File: config.mk
export PLATFORM = sky130hd
export DESIGN_NAME = frame_rx_parser
export DESIGN_NICKNAME = d
export VERILOG_FILES = /design/src/rtl/frx_pkg.sv /design/src/rtl/frx_crc8.sv /design/src/rtl/frx_gap_timer.sv /design/src/rtl/frx_pay_count.sv /design/src/rtl/frame_rx_parser.sv
export SDC_FILE = /design/constraint.sdc
export NUM_CORES = 1
export LEC_CHECK = 0
export BUFFER_PORTS_ARGS = -buffer_cell sky130_fd_sc_hd__buf_2
export CAP_MARGIN = 15
export CORE_MARGIN = 1
export CORE_UTILIZATION = 59
export CTS_BUF_LIST = sky130_fd_sc_hd__clkbuf_4 sky130_fd_sc_hd__clkbuf_8
export CTS_CLUSTER_SIZE = 12
export DETAILED_ROUTE_END_ITERATION = 8
export GPL_TIMING_DRIVEN = 0
export PLACE_DENSITY = 0.81
export SLEW_MARGIN = 20
export SYNTH_ARGS = -nofsm -noshare
export SYNTH_HDL_FRONTEND = slang
export SYNTH_SLANG_ARGS = --single-unit
export TNS_END_PERCENT = 100
File: constraint.sdc
create_clock -name clk -period 7.05 [get_ports clk]
set_input_delay 1.0575 -clock clk [delete_from_list [all_inputs] [get_ports clk]]
set_output_delay 1.0575 -clock clk [all_outputs]
set_load 0.01 [all_outputs]
File: src/rtl/frx_pkg.sv
package frx_pkg;

   typedef enum logic [3:0] {
      ST_IDLE,
      ST_ADDR,
      ST_ID,
      ST_TYPE,
      ST_LENH,
      ST_LENL,
      ST_PAY,
      ST_CRC,
      ST_EOF,
      ST_ERR,
      ST_WCOPY,
      ST_WENC
   } frx_state_e;

   typedef enum logic [1:0] {
      OP_NONE  = 2'd0,
      OP_SET   = 2'd1,
      OP_QUERY = 2'd2,
      OP_SORT  = 2'd3
   } frx_op_e;

   localparam logic [7:0] TYPE_CODE_SET   = 8'h01;
   localparam logic [7:0] TYPE_CODE_QUERY = 8'h02;
   localparam logic [7:0] TYPE_CODE_SORT  = 8'h03;

   function automatic frx_op_e decode_op(input logic [7:0] code);
      frx_op_e op;
      unique case (code)
         TYPE_CODE_SET:   op = OP_SET;
         TYPE_CODE_QUERY: op = OP_QUERY;
         TYPE_CODE_SORT:  op = OP_SORT;
         default:         op = OP_NONE;
      endcase
      return op;
   endfunction

endpackage

File: src/rtl/frx_crc8.sv
module frx_crc8 #(
   parameter logic [7:0] POLY = 8'h07,
   parameter logic [7:0] INIT = 8'h00,
   parameter int unsigned DATA_W = 8
) (
   input  logic              clk,
   input  logic              rst_n,
   input  logic              clear,
   input  logic              en,
   input  logic [DATA_W-1:0] din,
   output logic [7:0]        crc
);
   logic [7:0] crc_q;
   logic [7:0] chain [0:DATA_W];

   assign chain[0] = crc_q;

   for (genvar i = 0; i < DATA_W; i++) begin : g_bit
      logic fb;
      assign fb = chain[i][7] ^ din[DATA_W-1-i];
      assign chain[i+1] = {chain[i][6:0], 1'b0} ^ (fb ? POLY : 8'h00);
   end

   always_ff @(posedge clk or negedge rst_n) begin
      if (!rst_n)     crc_q <= INIT;
      else if (clear) crc_q <= INIT;
      else if (en)    crc_q <= chain[DATA_W];
   end

   assign crc = crc_q;
endmodule

File: src/rtl/frx_gap_timer.sv
module frx_gap_timer #(
   parameter int unsigned LIMIT = 60000
) (
   input  logic clk,
   input  logic rst_n,
   input  logic armed,
   input  logic byte_seen,
   output logic expire
);
   localparam int unsigned CNT_W = $clog2(LIMIT + 1);
   localparam logic [CNT_W-1:0] LAST = CNT_W'(LIMIT - 1);

   logic [CNT_W-1:0] cnt_q;

   always_ff @(posedge clk or negedge rst_n) begin
      if (!rst_n)                  cnt_q <= '0;
      else if (!armed || byte_seen) cnt_q <= '0;
      else if (cnt_q != LAST)      cnt_q <= cnt_q + 1'b1;
   end

   assign expire = armed && !byte_seen && (cnt_q == LAST);
endmodule

File: src/rtl/frx_pay_count.sv
module frx_pay_count #(
   parameter int unsigned LEN_W = 16
) (
   input  logic             clk,
   input  logic             rst_n,
   input  logic             clear,
   input  logic             inc,
   input  logic [LEN_W-1:0] len,
   output logic             last
);
   logic [LEN_W-1:0] cnt_q;
   logic [LEN_W:0]   next_cnt;

   assign next_cnt = {1'b0, cnt_q} + 1'b1;

   always_ff @(posedge clk or negedge rst_n) begin
      if (!rst_n)     cnt_q <= '0;
      else if (clear) cnt_q <= '0;
      else if (inc)   cnt_q <= next_cnt[LEN_W-1:0];
   end

   assign last = (next_cnt == {1'b0, len});
endmodule

File: src/rtl/frame_rx_parser.sv
module frame_rx_parser
   import frx_pkg::*;
#(
   parameter logic [7:0]  SOF_FLAG   = 8'hA5,
   parameter logic [7:0]  EOF_FLAG   = 8'h5A,
   parameter logic [7:0]  CRC_POLY   = 8'h07,
   parameter logic [7:0]  CRC_INIT   = 8'h00,
   parameter int unsigned TMO_CYCLES = 60000
) (
   input  logic        clk,
   input  logic        rst_n,
   input  logic        rx_valid,
   input  logic [7:0]  rx_byte,
   input  logic        copy_done,
   input  logic        enc_done,
   output logic        tbuf_wr_en,
   output logic [7:0]  tbuf_wr_data,
   output logic        tbuf_flush,
   output logic        commit,
   output logic        frame_err,
   output logic        tmo_abort,
   output logic [7:0]  meta_addr,
   output logic [7:0]  meta_id,
   output logic [7:0]  meta_type,
   output logic [1:0]  meta_op,
   output logic [15:0] meta_len
);
   localparam int unsigned BYTE_W = 8;
   localparam int unsigned LEN_W  = 2 * BYTE_W;

   if (TMO_CYCLES < 2) begin : g_bad_tmo
      $error("TMO_CYCLES must be at least 2");
   end
   if (CRC_POLY[0] != 1'b1) begin : g_bad_poly
      $error("CRC_POLY must have its constant term set");
   end
   if (SOF_FLAG == EOF_FLAG) begin : g_bad_flags
      $error("start and end flags must differ");
   end

   frx_state_e st_q, st_d;

   logic [7:0]       addr_q, id_q, type_q, crc_rx_q;
   logic [LEN_W-1:0] len_q;
   frx_op_e          op_q;
   logic             commit_q, tmo_q;

   logic             in_frame, tmo_fire, frame_good, pay_last;
   logic             crc_en, crc_clr;
   logic [7:0]       crc_acc;
   logic [LEN_W-1:0] len_full;

   assign in_frame = (st_q == ST_ADDR) || (st_q == ST_ID)  || (st_q == ST_TYPE) ||
                     (st_q == ST_LENH) || (st_q == ST_LENL) || (st_q == ST_PAY)  ||
                     (st_q == ST_CRC)  || (st_q == ST_EOF);

   assign crc_clr = (st_q == ST_IDLE);
   assign crc_en  = rx_valid &&
                    ((st_q == ST_ADDR) || (st_q == ST_ID)   || (st_q == ST_TYPE) ||
                     (st_q == ST_LENH) || (st_q == ST_LENL) || (st_q == ST_PAY));

   assign len_full   = {len_q[LEN_W-1:BYTE_W], rx_byte};
   assign frame_good = (rx_byte == EOF_FLAG) && (crc_rx_q == crc_acc);

   frx_crc8 #(
      .POLY   (CRC_POLY),
      .INIT   (CRC_INIT),
      .DATA_W (BYTE_W)
   ) u_crc (
      .clk   (clk),
      .rst_n (rst_n),
      .clear (crc_clr),
      .en    (crc_en),
      .din   (rx_byte),
      .crc   (crc_acc)
   );

   frx_gap_timer #(
      .LIMIT (TMO_CYCLES)
   ) u_gap (
      .clk       (clk),
      .rst_n     (rst_n),
      .armed     (in_frame),
      .byte_seen (rx_valid),
      .expire    (tmo_fire)
   );

   frx_pay_count #(
      .LEN_W (LEN_W)
   ) u_pay (
      .clk   (clk),
      .rst_n (rst_n),
      .clear (st_q == ST_LENL),
      .inc   ((st_q == ST_PAY) && rx_valid),
      .len   (len_q),
      .last  (pay_last)
   );

   always_comb begin
      st_d = st_q;
      if (tmo_fire) begin
         st_d = ST_IDLE;
      end else begin
         unique case (st_q)
            ST_IDLE:  if (rx_valid && rx_byte == SOF_FLAG) st_d = ST_ADDR;
            ST_ADDR:  if (rx_valid) st_d = ST_ID;
            ST_ID:    if (rx_valid) st_d = ST_TYPE;
            ST_TYPE:  if (rx_valid) st_d = ST_LENH;
            ST_LENH:  if (rx_valid) st_d = ST_LENL;
            ST_LENL:  if (rx_valid) st_d = (len_full == '0) ? ST_CRC : ST_PAY;
            ST_PAY:   if (rx_valid && pay_last) st_d = ST_CRC;
            ST_CRC:   if (rx_valid) st_d = ST_EOF;
            ST_EOF:   if (rx_valid) st_d = frame_good ? ST_WCOPY : ST_ERR;
            ST_ERR:   st_d = ST_IDLE;
            ST_WCOPY: if (copy_done) st_d = ST_WENC;
            ST_WENC:  if (enc_done) st_d = ST_IDLE;
            default:  st_d = ST_IDLE;
         endcase
      end
   end

   always_ff @(posedge clk or negedge rst_n) begin
      if (!rst_n) begin
         st_q     <= ST_IDLE;
         commit_q <= 1'b0;
         tmo_q    <= 1'b0;
      end else begin
         st_q     <= st_d;
         commit_q <= (st_q == ST_EOF) && rx_valid && frame_good;
         tmo_q    <= tmo_fire;
      end
   end

   always_ff @(posedge clk or negedge rst_n) begin
      if (!rst_n) begin
         addr_q   <= '0;
         id_q     <= '0;
         type_q   <= '0;
         op_q     <= OP_NONE;
         len_q    <= '0;
         crc_rx_q <= '0;
      end else if (rx_valid) begin
         unique case (st_q)
            ST_ADDR: addr_q <= rx_byte;
            ST_ID:   id_q   <= rx_byte;
            ST_TYPE: begin
               type_q <= rx_byte;
               op_q   <= decode_op(rx_byte);
            end
            ST_LENH: len_q[LEN_W-1:BYTE_W] <= rx_byte;
            ST_LENL: len_q[BYTE_W-1:0]     <= rx_byte;
            ST_CRC:  crc_rx_q <= rx_byte;
            default: ;
         endcase
      end
   end

   assign tbuf_wr_en   = (st_q == ST_PAY) && rx_valid;
   assign tbuf_wr_data = rx_byte;
   assign frame_err    = (st_q == ST_ERR);
   assign tbuf_flush   = (st_q == ST_ERR) || tmo_q;
   assign commit       = commit_q;
   assign tmo_abort    = tmo_q;
   assign meta_addr    = addr_q;
   assign meta_id      = id_q;
   assign meta_type    = type_q;
   assign meta_op      = op_q;
   assign meta_len     = len_q;
endmodule

# ---- Word-level counts from Yosys, hierarchy flattened
# Index checks and enable logic that the tools add are counted.
dict set report totals {
  register_bits 96
  in_bits 13
  out_inout_bits 55
}
dict set report classes {
  n_addsub 2
  eq_ne 31
  muxes 30
  bitwise 16
  reduce_logical 32
}
# operator n
set op_table {}
lappend op_table {{16-bit two-way mux} 4}
lappend op_table {{8-bit XOR} 8}
lappend op_table {{4-bit two-way mux} 12}
lappend op_table {{4-bit case mux with 11 select lines} 1}
lappend op_table {{3-bit inequality test (second input constant)} 9}
lappend op_table {{3-bit two-way mux} 8}
lappend op_table {{16-bit by 1-bit adder with 17-bit output (second input constant)} 1}
lappend op_table {{17-bit by 16-bit == test with 1-bit output} 1}
lappend op_table {{16-bit by 1-bit adder with 16-bit output (second input constant)} 1}
lappend op_table {{16-bit == test (second input constant)} 1}
lappend op_table {{4-bit by 3-bit == test with 1-bit output (second input constant)} 4}
lappend op_table {{4-bit == test (second input constant)} 4}
lappend op_table {{8-bit by 2-bit == test with 1-bit output (second input constant)} 2}
lappend op_table {{16-bit logical NOT} 1}
lappend op_table {{8-bit two-way mux} 2}
lappend op_table {{16-bit inequality test (second input constant)} 1}
lappend op_table {{2-bit AND reduction} 6}
lappend op_table {{11-bit AND reduction} 1}
lappend op_table {{1-bit logical AND} 9}
lappend op_table {{1-bit logical OR} 9}
lappend op_table {{4-bit by 2-bit == test with 1-bit output (second input constant)} 2}
lappend op_table {{8-bit by 1-bit == test with 1-bit output (second input constant)} 1}
lappend op_table {{8-bit by 7-bit == test with 1-bit output (second input constant)} 1}
lappend op_table {{8-bit == test} 1}
lappend op_table {{10 further kinds} 21}

# ---- Logic depth before layout (Yosys ltp)
# Gate-level depths: netlist of the first run.
dict set report depth {
  depth_word 26
  mapped_depth 8
  mapped_depth_nobuf 8
}

# ---- Cells and area by module
# From an unflattened synthesis of the first run, not the netlist that was laid out.
dict set report hier_totals {
  hier_cells 506
  hier_area_um2 5355.1
}
# module instances cells_each area_each_um2 seq_area_each_um2
set by_module_without_submodules {}
lappend by_module_without_submodules {frame_rx_parser 1 212 2603.7 1401.3}
lappend by_module_without_submodules {frx_pay_count 1 152 1280.0 400.4}
lappend by_module_without_submodules {frx_gap_timer 1 85 834.6 400.4}
lappend by_module_without_submodules {frx_crc8 1 57 636.9 200.2}

# ---- Worst setup path before layout of the first run
# Ideal clock, no wire load.
dict set report synth_path {
  kind {input port to flip-flop}
  startpoint {input port rx_byte[6]}
  endpoint {register st_q[0]}
  setup_time_ns 0.079
  arrival_ns 2.795
  required_time_ns 6.971
  path_slack_ns 4.176
  cell_stages 8
  path_buffers 1
  cell_sequence {clkbuf_1 -> nor3_1 -> and4_1 -> o211a_1 -> o21ai_1 -> or4_4 -> o31ai_4 -> mux2i_1}
}
dict set report synth_between {
  elab_chain_len 6
}
# item line
set synth_lines {}
lappend synth_lines {{start, declared} frame_rx_parser.sv:13} ;# input logic [7:0] rx_byte,
lappend synth_lines {{8-bit by 7-bit == test with 1-bit output} frame_rx_parser.sv:63} ;# assign frame_good = (rx_byte == EOF_FLAG) && (crc_rx_q == crc_acc);
lappend synth_lines {{1-bit logical AND} frame_rx_parser.sv:63}
lappend synth_lines {{2-bit two-way mux} frame_rx_parser.sv:113} ;# ST_EOF: if (rx_valid) st_d = frame_good ? ST_WCOPY : ST_ERR;
lappend synth_lines {{4-bit two-way mux} frame_rx_parser.sv:113}
lappend synth_lines {{4-bit case mux with 11 select lines} frame_rx_parser.sv:104} ;# unique case (st_q)
lappend synth_lines {{4-bit two-way mux} frame_rx_parser.sv:101} ;# if (tmo_fire) begin
lappend synth_lines {{end signal, assigned} frame_rx_parser.sv:128} ;# st_q <= st_d;
lappend synth_lines {{end, declared} frame_rx_parser.sv:41} ;# frx_state_e st_q, st_d;
# Several ways; a longest one is shown, not always the timed one. The select of a mux whose other input is x is not followed.
# A chain may end at the register's enable or synchronous reset.

# ---- Worst setup path in the final report of the first run
dict set report layout_path {
  startpoint {input port rx_valid}
  endpoint {output port tbuf_wr_en}
}
dict set report layout_between {
  elab_chain_len 1
}
# item line
set layout_lines {}
lappend layout_lines {{start, declared} frame_rx_parser.sv:12} ;# input logic rx_valid,
lappend layout_lines {{1-bit logical AND} frame_rx_parser.sv:158} ;# assign tbuf_wr_en = (st_q == ST_PAY) && rx_valid;
lappend layout_lines {{end, declared} frame_rx_parser.sv:16} ;# output logic tbuf_wr_en,
# No other way between the ends.

==> results.json, run 1 <==
{
  "clk_latency_ps": 370,
  "status": "complete, no violations",
  "cts.sinks": 96,
  "worst_pin_slew_ps": 919,
  "seq_area_frac_synth": 0.465,
  "hold_viol": 0,
  "drv_slew": 0,
  "power.total_mw": 2.24,
  "post_cts.repair.setup_buffers": 0,
  "root_buffer": "clkbuf_8",
  "end_kind": "output pin",
  "cts_resized": 0,
  "synth_top_area_frac": 0.465,
  "fp.dieArea_mm2": 0.00913,
  "critPathMaxFanout": 10,
  "drive_gt1_frac": 0.241,
  "die_w_um": 95.6,
  "vias": 4118,
  "yosysWarningCount": 0,
  "numCtsBuffers": 9,
  "core_mm2": 0.00834,
  "ant_nets": 0,
  "place_congestion": 0.856,
  "io_buffer_count": 61,
  "synthToLayoutAreaGrowth_pct": 13.3,
  "clkSlewWorstSetupHoldPaths_ps": 90,
  "yosysUniqueCellTypes": 58,
  "dp_hpwl_mm": 8.40,
  "diodes": 0,
  "finClkSkew_ps": 17.3,
  "synth_seq_cells": 96,
  "ios": 68,
  "start_util": 0.619,
  "postPlaceCellArea_mm2": 0.00564,
  "tns_ps": 0,
  "wl_per_cell_um": 16.8,
  "grt_pass1_wl_mm": 19.6,
  "synth.area.top_cells": "dfrtp_1 47%, mux2_2 8.7%, xnor2_1 5.3%, nand2_1 5.1%, xor2_1 5.1%",
  "ys_async_sr_fraction": 1.00,
  "grt_usage": 0.281,
  "grt_start_max_net_pins": 51,
  "cp.required_ps": 5990,
  "die_h_um": 95.6,
  "first_global_vias": 4041,
  "maxCapViolations": 0,
  "first_pass_iters": 5,
  "setup_viol": 0,
  "syn-num-nets": 535,
  "fmax_mhz": 302,
  "antenna_found_initial": 0,
  "wl_mm": 11.8,
  "synth-edff-count": 0,
  "drtIter0Drc": 260,
  "start_kind": "input pin",
  "p_leak_nw": 2.64,
  "slew_headroom": 0.385,
  "hold_class": "register to register",
  "power.density_mw_per_mm2": 382,
  "hold_buffers": 0,
  "cts_max_level": 3,
  "grt_overflow": 0,
  "hold_depth": 2,
  "syn_avg_cell_area_um2": 9.93,
  "period_needed_ps": 3310,
  "critPathKind": "input pin to output pin",
  "netlist_area_mm2": 0.00516,
  "cts_tree": "done",
  "fin_crit_sh": 0.469,
  "rsz0062_at_grt": "no",
  "nets": 608,
  "drcViolationCount": 0,
  "synthCells": 520,
  "arrival_ps": 2250,
  "irDropWorstVdd_mv": 0.301,
  "rows": 33,
  "yosysTopAreaCell": "dfrtp_1",
  "drt-vias-per-instance": 5.86,
  "reg2reg_depth": 8,
  "fin_area_mm2": 0.00585,
  "synth_flop_cell": "dfrtp_1",
  "cts_buffer_depth": 2
}
critical path: stages:
cell,delay [ps]
buf_2,130
nor2b_1,160
nand3_1,270
clkinv_1,370
buf_2,260
sequential cells by signal, summed over array words and instances, names as in the netlist:
| register | count |
|---|---|
| u_gap.cnt_q | 16 |
| meta_len | 16 |
| meta_type | 8 |
| u_crc.crc | 8 |
| crc_rx_q | 8 |
| st_q | 4 |
| meta_op | 2 |
| meta_addr | 8 |
| u_pay.cnt_q | 16 |
| tmo_abort | 1 |
| commit | 1 |
| meta_id | 8 |
metal layers:
metal / wire length [um] / GRT usage / vias to the layer above / part of all wire
li1: - / - / 1956 / -
met1: 5320 / 0.386 / 2016 / 0.45
met2: 5690 / 0.452 / 130 / 0.48
met3: 601 / 0.0415 / 16 / 0.051
met4: 208 / 0.101 / 0 / 0.018
met5: 0 / 0 / - / 0
kinds of logic (layout without fill, tap and decap cells):
group                    Yosys count  count (layout)  synth area share
adder cells (fa/ha/maj)            2               2           0.00484
AO/OA/AOI/OAI                     82              82             0.104
XOR/XNOR                          61              61             0.103
multiplexers                      43              43            0.0930
AND/OR/NAND/NOR                  197             197             0.192
flip-flops                        96              96             0.465
buffers and inverters             39             117            0.0375
metrics by stage:
stage	instances	utilization	worst slack [ps]	hold WS [ps]
after CTS	703	0.701	3720	486
after global routing	703	0.701	3610	519
after global placement	686	0.672	3760	458
after floorplan	520	-	4180	497
after detailed placement	687	0.676	3730	463
final	703	0.701	3740	483
cell type report:
| class | count | area, um2 |
|---|---|---|
| plain buffers | 37 | 186 |
| clock buffers | 11 | 151 |
| clock inverters | 5 | 63.8 |
| fillers | 647 | 2490 |
| inverters | 2 | 7.51 |
| multi-input cells | 385 | 2570 |
| flip-flops and latches | 96 | 2400 |
| well taps | 105 | 131 |
| repair buffers | 62 | 339 |
cell usage after synthesis, drive strengths merged (10+ instances only):
master  number
a21oi       10
buf         15
clkbuf      22
dfrtp       96
mux2        40
nand2       70
nand3       23
nor2        34
nor2b       12
o21ai       35
o31ai       11
xnor2       31
xor2        30
where the power goes:
group	switching, mW	internal, mW
Sequential	0.162	0.730
Combinational	0.506	0.450
Clock	0.201	0.187
Total	0.870	1.37
layout by cell type, fill, tap and decap left out, types with 8 or more instances in the layout:
| master | netlist | final |
|---|---|---|
| dfrtp_1 | 96 | 96 |
| nand2_1 | 70 | 70 |
| buf_2 | 4 | 64 |
| mux2_2 | 40 | 40 |
| o21ai_0 | 34 | 34 |
| nor2_1 | 33 | 33 |
| xnor2_1 | 31 | 31 |
| xor2_1 | 30 | 30 |
| nand3_1 | 22 | 22 |
| clkbuf_1 | 21 | 21 |
| nor2b_1 | 12 | 12 |
| buf_4 | 11 | 11 |
| clkbuf_8 | 0 | 11 |
| o31ai_1 | 10 | 10 |
| a21oi_1 | 10 | 10 |
| nor3_1 | 9 | 9 |
| nand4_1 | 8 | 8 |
| and3_1 | 8 | 8 |
worst paths after layout:
check,slack [ps],end,from
min in group asynchronous,600,u_pay.cnt_q[7],rst_n
min reg2reg,480,meta_type[1],meta_type[1]
max in group asynchronous,5850,u_crc.crc[5],rst_n
min,480,meta_type[1],meta_type[1]
max reg2reg,4200,st_q[0],u_pay.cnt_q[4]
max,3740,tbuf_wr_en,rx_valid
No activity file was read; power rests on OpenSTA's default activity.
==> run 2: changes to the inputs <==
--- a/config.mk
+++ b/config.mk
@@ -5,6 +5,7 @@
 export SDC_FILE = /design/constraint.sdc
 export NUM_CORES = 1
 export LEC_CHECK = 0
+export ABC_AREA = 1
 export BUFFER_PORTS_ARGS = -buffer_cell sky130_fd_sc_hd__buf_2
 export CAP_MARGIN = 15
 export CORE_MARGIN = 1
==> constraint.sdc (replaced) <==
create_clock -name clk -period 3.5 [get_ports clk]
set_input_delay 0.525 -clock clk [delete_from_list [all_inputs] [get_ports clk]]
set_output_delay 0.525 -clock clk [all_outputs]
set_load 0.01 [all_outputs]
==> results.json, run 2 <==
{
  "critPathKind": "register to output pin",
  "final_cells": 858,
  "setup_viol": 0,
  "grt_usage": 0.302,
  "layout_common_cells": "164 x nand2_1, 96 x dfrtp_1, 93 x inv_1, 67 x buf_2, 65 x o21ai_0",
  "clkSlewWorstSetupHoldPaths_ps": 110,
  "place_ws_ps": 1330,
  "fp.dieArea_mm2": 0.00910,
  "vias": 4840,
  "p_leak_nw": 2.83,
  "cts_max_level": 3,
  "reg2reg_depth": 17,
  "startpoint": "st_q[2]",
  "fin_crit_sh": 0.738,
  "synth_compound_area_frac": 0.120,
  "cts.sinks": 96,
  "fmax_mhz": 387,
  "nets": 763,
  "yosysMostFrequentCell": "nand2_1",
  "seq_area_frac_synth": 0.467,
  "synthCells": 670,
  "io_buffer_count": 66,
  "rows": 33,
  "grt_start_max_net_pins": 54,
  "synth-xor-area-share": 0.0443,
  "netlist_area_mm2": 0.00514,
  "ant_nets": 0,
  "synth_top_family_by_area": "simple AND/OR/NAND/NOR gates",
  "syn_avg_cell_area_um2": 7.68,
  "drt-vias-per-instance": 5.64,
  "wl_mm": 12.7,
  "synth_seq_cells": 96,
  "drv_slew": 0,
  "rr_endpoint": "st_q[0]",
  "diodes": 0,
  "finClkSkew_ps": 13.7,
  "die_w_um": 95.4,
  "final_common_cell": "nand2_1",
  "power.density_mw_per_mm2": 725,
  "cts_resized": 0,
  "root_buffer": "clkbuf_8",
  "r2r_slack_ps": 1250,
  "dp_hpwl_mm": 9.65,
  "worstSetupEndpoint": "tbuf_wr_en",
  "grt_pass1_wl_mm": 21.0,
  "post_cts.repair.setup_buffers": 0,
  "start_kind": "register",
  "ys_async_sr_fraction": 1.00,
  "end_kind": "output pin",
  "yosysTopAreaCell": "dfrtp_1",
  "tns_ps": 0,
  "synth-edff-count": 0,
  "start_util": 0.617,
  "synthMuxAreaShare": 0,
  "reg2reg_from": "u_pay.cnt_q[0]",
  "drtIter0Drc": 271,
  "synth.area.top_cells": "dfrtp_1 47%, nand2_1 12%, inv_1 6.8%, o21ai_0 6.3%, nand3_1 4.4%",
  "first_pass_iters": 5,
  "irDropWorstVdd_mv": 0.469,
  "die_h_um": 95.4,
  "drcViolationCount": 0,
  "cts_buffer_depth": 2,
  "first_global_vias": 4547,
  "setup_ws_ps": 917,
  "cts_tree": "done",
  "numCtsBuffers": 9,
  "clk_latency_ps": 380,
  "hold_buffers": 0,
  "synth_flop_cell": "dfrtp_1",
  "critPathMaxFanout": 10,
  "ys_top_cells_by_count": "164 x nand2_1, 96 x dfrtp_1, 93 x inv_1",
  "drive_gt1_frac": 0.145,
  "core_mm2": 0.00834,
  "hold_viol": 0,
  "wl_per_cell_um": 14.8,
  "period_needed_ps": 2580,
  "synthToLayoutAreaGrowth_pct": 13.6,
  "synth-adder-area-share": 0.00486,
  "rsz0062_at_grt": "no",
  "yosysWarningCount": 0,
  "maxCapViolations": 0,
  "synth_top_area_frac": 0.467,
  "grt_overflow": 0,
  "worst_pin_slew_ps": 634,
  "antenna_found_initial": 0,
  "status": "complete, no violations",
  "cp.required_ps": 2970,
  "hold_class": "input pin to async pin",
  "place_congestion": 0.938,
  "arrival_ps": 2060,
  "dp_cells": 842,
  "ios": 68,
  "synthSimpleGateAreaFrac": 0.275,
  "slew_headroom": 0.574,
  "yosysUniqueCellTypes": 33,
  "syn-num-nets": 685
}
==> run 2: cell count changes after synthesis, sizes merged, moves of 12 or more <==
cell / delta
nor2: +27
nor2b: -12
o22ai: +14
clkbuf: -14
nand2: +99
inv: +93
mux2: -40
o21ai: +34
xor2: -20
xnor2: -15
nand3: +22
==> run 2: metrics by stage <==
stage	hold WS [ps]	instance area [um2]	utilization	total power, mW
2_1_floorplan	229	5140	-	2.89
3_3_place_gp	451	5610	0.672	3.41
3_5_place_dp	462	5640	0.676	3.50
4_1_cts	62.2	5840	0.701	4.24
5_1_grt	60.7	5840	0.701	4.55
6_report	47.0	5840	0.701	4.23
==> run 2: critical path, cell delays in order (launching register included) <==
cell,delay [ps]
dfrtp_1,430
inv_1,130
nor2_1,100
inv_1,100
nor2_1,60
nand2_1,60
buf_2,250
clkinv_1,310
buf_2,240
==> run 2: logic make-up after synthesis <==
family,after synthesis
and+or+nand+nor,319
AOI/OAI and AO/OA,114
buffers and inverters,113
DFF,96
xor gates and xnor gates,26
adders and majority gates,2
==> run 2: layout make-up <==
class	instances	area, um2
Sequential cell	96	2400
Fill cell	698	2500
Timing Repair Buffer	67	364
Tap cell	105	131
Clock buffer	9	124
Buffer	18	100
Inverter	95	357
Multi-Input combinational cell	461	2280
Clock inverter	7	81.3
==> run 2: worst min path at each step <==
stage	startpoint	end	slack, ps	cells after the start
final	rst_n	meta_addr[2]	50	1
after detailed placement	u_gap.cnt_q[14]	u_gap.cnt_q[14]	460	1
after global placement	u_gap.cnt_q[14]	u_gap.cnt_q[14]	450	1
after CTS	rst_n	meta_addr[2]	60	1
after floorplan	rst_n	commit	230	0
after global routing	rst_n	meta_addr[2]	60	1
==> run 2: power breakdown <==
part,internal [mW],switching [mW]
Clock,0.287,0.457
Sequential,1.45,0.310
Combinational,0.684,1.05
==> run 2: routing by layer <==
layer	track usage	wire [um]	part of all wire	vias up
met4	0.0945	266	0.021	0
met3	0.0566	750	0.059	23
met5	0	0	0	-
met2	0.514	6240	0.49	163
li1	-	-	-	2328
met1	0.390	5480	0.43	2326
==> run 3: changes to the inputs <==
--- a/config.mk
+++ b/config.mk
@@ -5,16 +5,16 @@
 export SDC_FILE = /design/constraint.sdc
 export NUM_CORES = 1
 export LEC_CHECK = 0
-export ABC_AREA = 1
+export ABC_AREA = 0
 export BUFFER_PORTS_ARGS = -buffer_cell sky130_fd_sc_hd__buf_2
 export CAP_MARGIN = 15
 export CORE_MARGIN = 1
-export CORE_UTILIZATION = 59
+export CORE_UTILIZATION = 54
 export CTS_BUF_LIST = sky130_fd_sc_hd__clkbuf_4 sky130_fd_sc_hd__clkbuf_8
 export CTS_CLUSTER_SIZE = 12
 export DETAILED_ROUTE_END_ITERATION = 8
 export GPL_TIMING_DRIVEN = 0
-export PLACE_DENSITY = 0.81
+export PLACE_DENSITY = 0.78
 export SLEW_MARGIN = 20
 export SYNTH_ARGS = -nofsm -noshare
 export SYNTH_HDL_FRONTEND = slang
==> constraint.sdc (replaced) <==
create_clock -name clk -period 2.3 [get_ports clk]
set_input_delay 0.345 -clock clk [delete_from_list [all_inputs] [get_ports clk]]
set_output_delay 0.345 -clock clk [all_outputs]
set_load 0.01 [all_outputs]
==> results.json, run 3 (synthesized netlist as in run 1, its figures left out) <==
{
  "fp.dieArea_mm2": 0.00996,
  "path_cells": "clkbuf_8 > buf_6 > nand4_1 > nor4_4 > xnor2_1 > o211ai_1 > or4_4 > o31ai_4 > mux2i_1",
  "numCtsBuffers": 9,
  "clk_latency_ps": 360,
  "irDropWorstVdd_mv": 0.665,
  "finClkSkew_ps": 15.3,
  "nFillCells": 693,
  "rsz0062_at_grt": "yes",
  "cp.required_ps": 2580,
  "rows": 35,
  "place_congestion": 0.886,
  "drive_gt1_frac": 0.307,
  "first_pass_iters": 6,
  "root_buffer": "clkbuf_8",
  "die_h_um": 99.8,
  "violations": "setup timing",
  "arrival_ps": 2770,
  "critPathKind": "register to register",
  "hold_viol": 0,
  "end_kind": "register",
  "cts_tree": "done",
  "synthToLayoutAreaGrowth_pct": 20.0,
  "die_w_um": 99.8,
  "ios": 68,
  "start_util": 0.559,
  "cts_max_level": 3,
  "final_cells": 744,
  "slew_headroom": 0.409,
  "drv_slew": 0,
  "antenna_found_initial": 0,
  "fin_area_mm2": 0.00620,
  "fmax_mhz": 402,
  "drcViolationCount": 0,
  "dp_hpwl_mm": 8.57,
  "status": "finished with violations",
  "cts.sinks": 96,
  "core_mm2": 0.00924,
  "hold_depth": 2,
  "grt_usage": 0.271,
  "grt_pass1_wl_mm": 21.2,
  "period_needed_ps": 2490,
  "maxCapViolations": 0,
  "drt-vias-per-instance": 5.79,
  "start_kind": "register",
  "fin_crit_sh": 1.08,
  "vias": 4306,
  "diodes": 0,
  "worst_pin_slew_ps": 883,
  "final_common_cell": "dfrtp_1",
  "postPlaceCellArea_mm2": 0.00567,
  "critPathMaxFanout": 4,
  "p_leak_nw": 2.81,
  "critPathMaxStageDelay_ps": 510,
  "grt_start_max_net_pins": 74,
  "nets": 626,
  "setup_viol": 3,
  "reg2reg_depth": 9,
  "grt_overflow": 0,
  "hold_class": "input pin to register",
  "dp_cells": 711,
  "reg2reg_from": "u_pay.cnt_q[9]",
  "layout_common_cells": "91 x dfrtp_1, 68 x nand2_1, 60 x buf_2, 40 x mux2_2, 34 x o21ai_0",
  "hold_path.startpoint": "rx_valid",
  "ant_nets": 0,
  "clkSlewWorstSetupHoldPaths_ps": 100,
  "power.density_mw_per_mm2": 1110,
  "wl_mm": 12.4,
  "setup_ws_ps": -191,
  "final_util": 0.671,
  "cts_buffer_depth": 2,
  "drtIter0Drc": 315,
  "io_buffer_count": 61,
  "wl_per_cell_um": 16.7,
  "cp_slowest_cell": "or4_4",
  "startpoint": "u_pay.cnt_q[9]",
  "first_global_vias": 4350,
  "tns_ps": -393
}
run 3: cell count changes in the layout (fill, tap and decap cells not counted), sizes merged, moves of 14 or more:
cell / change
nand2: -99
nand3: -22
inv: -95
clkbuf: +14
o22ai: -14
mux2: +40
xor2: +20
buf: +17
o21ai: -34
xnor2: +15
nor2: -27
run 3: worst max-delay path: cells and delay by family (launching register included):
kind / cells / cell delay, ps
and+or+nand+nor: 3 / 990
buffers and inverters: 2 / 240
DFF: 1 / 360
AOI/OAI and AO/OA: 2 / 420
muxes: 1 / 230
xor gates and xnor gates: 1 / 170
run 3: per-stage QoR:
step | setup slack [ps] | power (mW) | hold WS, ps
final | -191 | 6.87 | 331
after floorplan | 0.0204 | 4.75 | 49.4
after detailed placement | -485 | 5.65 | 215
after global routing | -285 | 7.35 | 323
after global placement | -394 | 5.52 | 460
after CTS | -186 | 6.82 | 309
run 3: layer usage:
| metal | track usage | wire, um | vias up |
|---|---|---|---|
| met5 | 0 | 0 | - |
| met4 | 0.102 | 280 | 0 |
| met3 | 0.0578 | 816 | 27 |
| met2 | 0.439 | 6210 | 179 |
| met1 | 0.360 | 5100 | 2106 |
| li1 | - | - | 1994 |
run 3: report_power, final:
part	switching (mW)	internal [mW]
Sequential	0.513	2.24
Clock	0.602	0.504
Combinational	1.58	1.43
Total	2.69	4.18
run 3: final cells by class:
cell class,count,area (um2),area share
timing repair buffer,81,500,0.0808
tap,129,161,0.0260
multi-input combinational,385,2700,0.435
clock inverter,6,70.1,0.0113
clock buffer,9,124,0.0200
buffer,36,224,0.0361
inverter,2,10.0,0.00162
sequential,96,2410,0.389
run 3: timing repair:
action                     in CTS  in global routing
hold endpoints to repair       23                  0
hold buffers                    1                  0
pin swaps                      11                  4
buffers inserted               15                  3
setup endpoints to repair       4                 30
gates resized for setup        38                 14
run 3: final timing paths:
kind / end / slack (ps)
worst max-delay path: st_q[0] / -190
worst min-delay path: commit / 330
worst max register to register: st_q[0] / -190
worst min register to register: meta_type[1] / 480
max in group asynchronous: u_pay.cnt_q[11] / 1250
min in group asynchronous: meta_addr[3] / 390
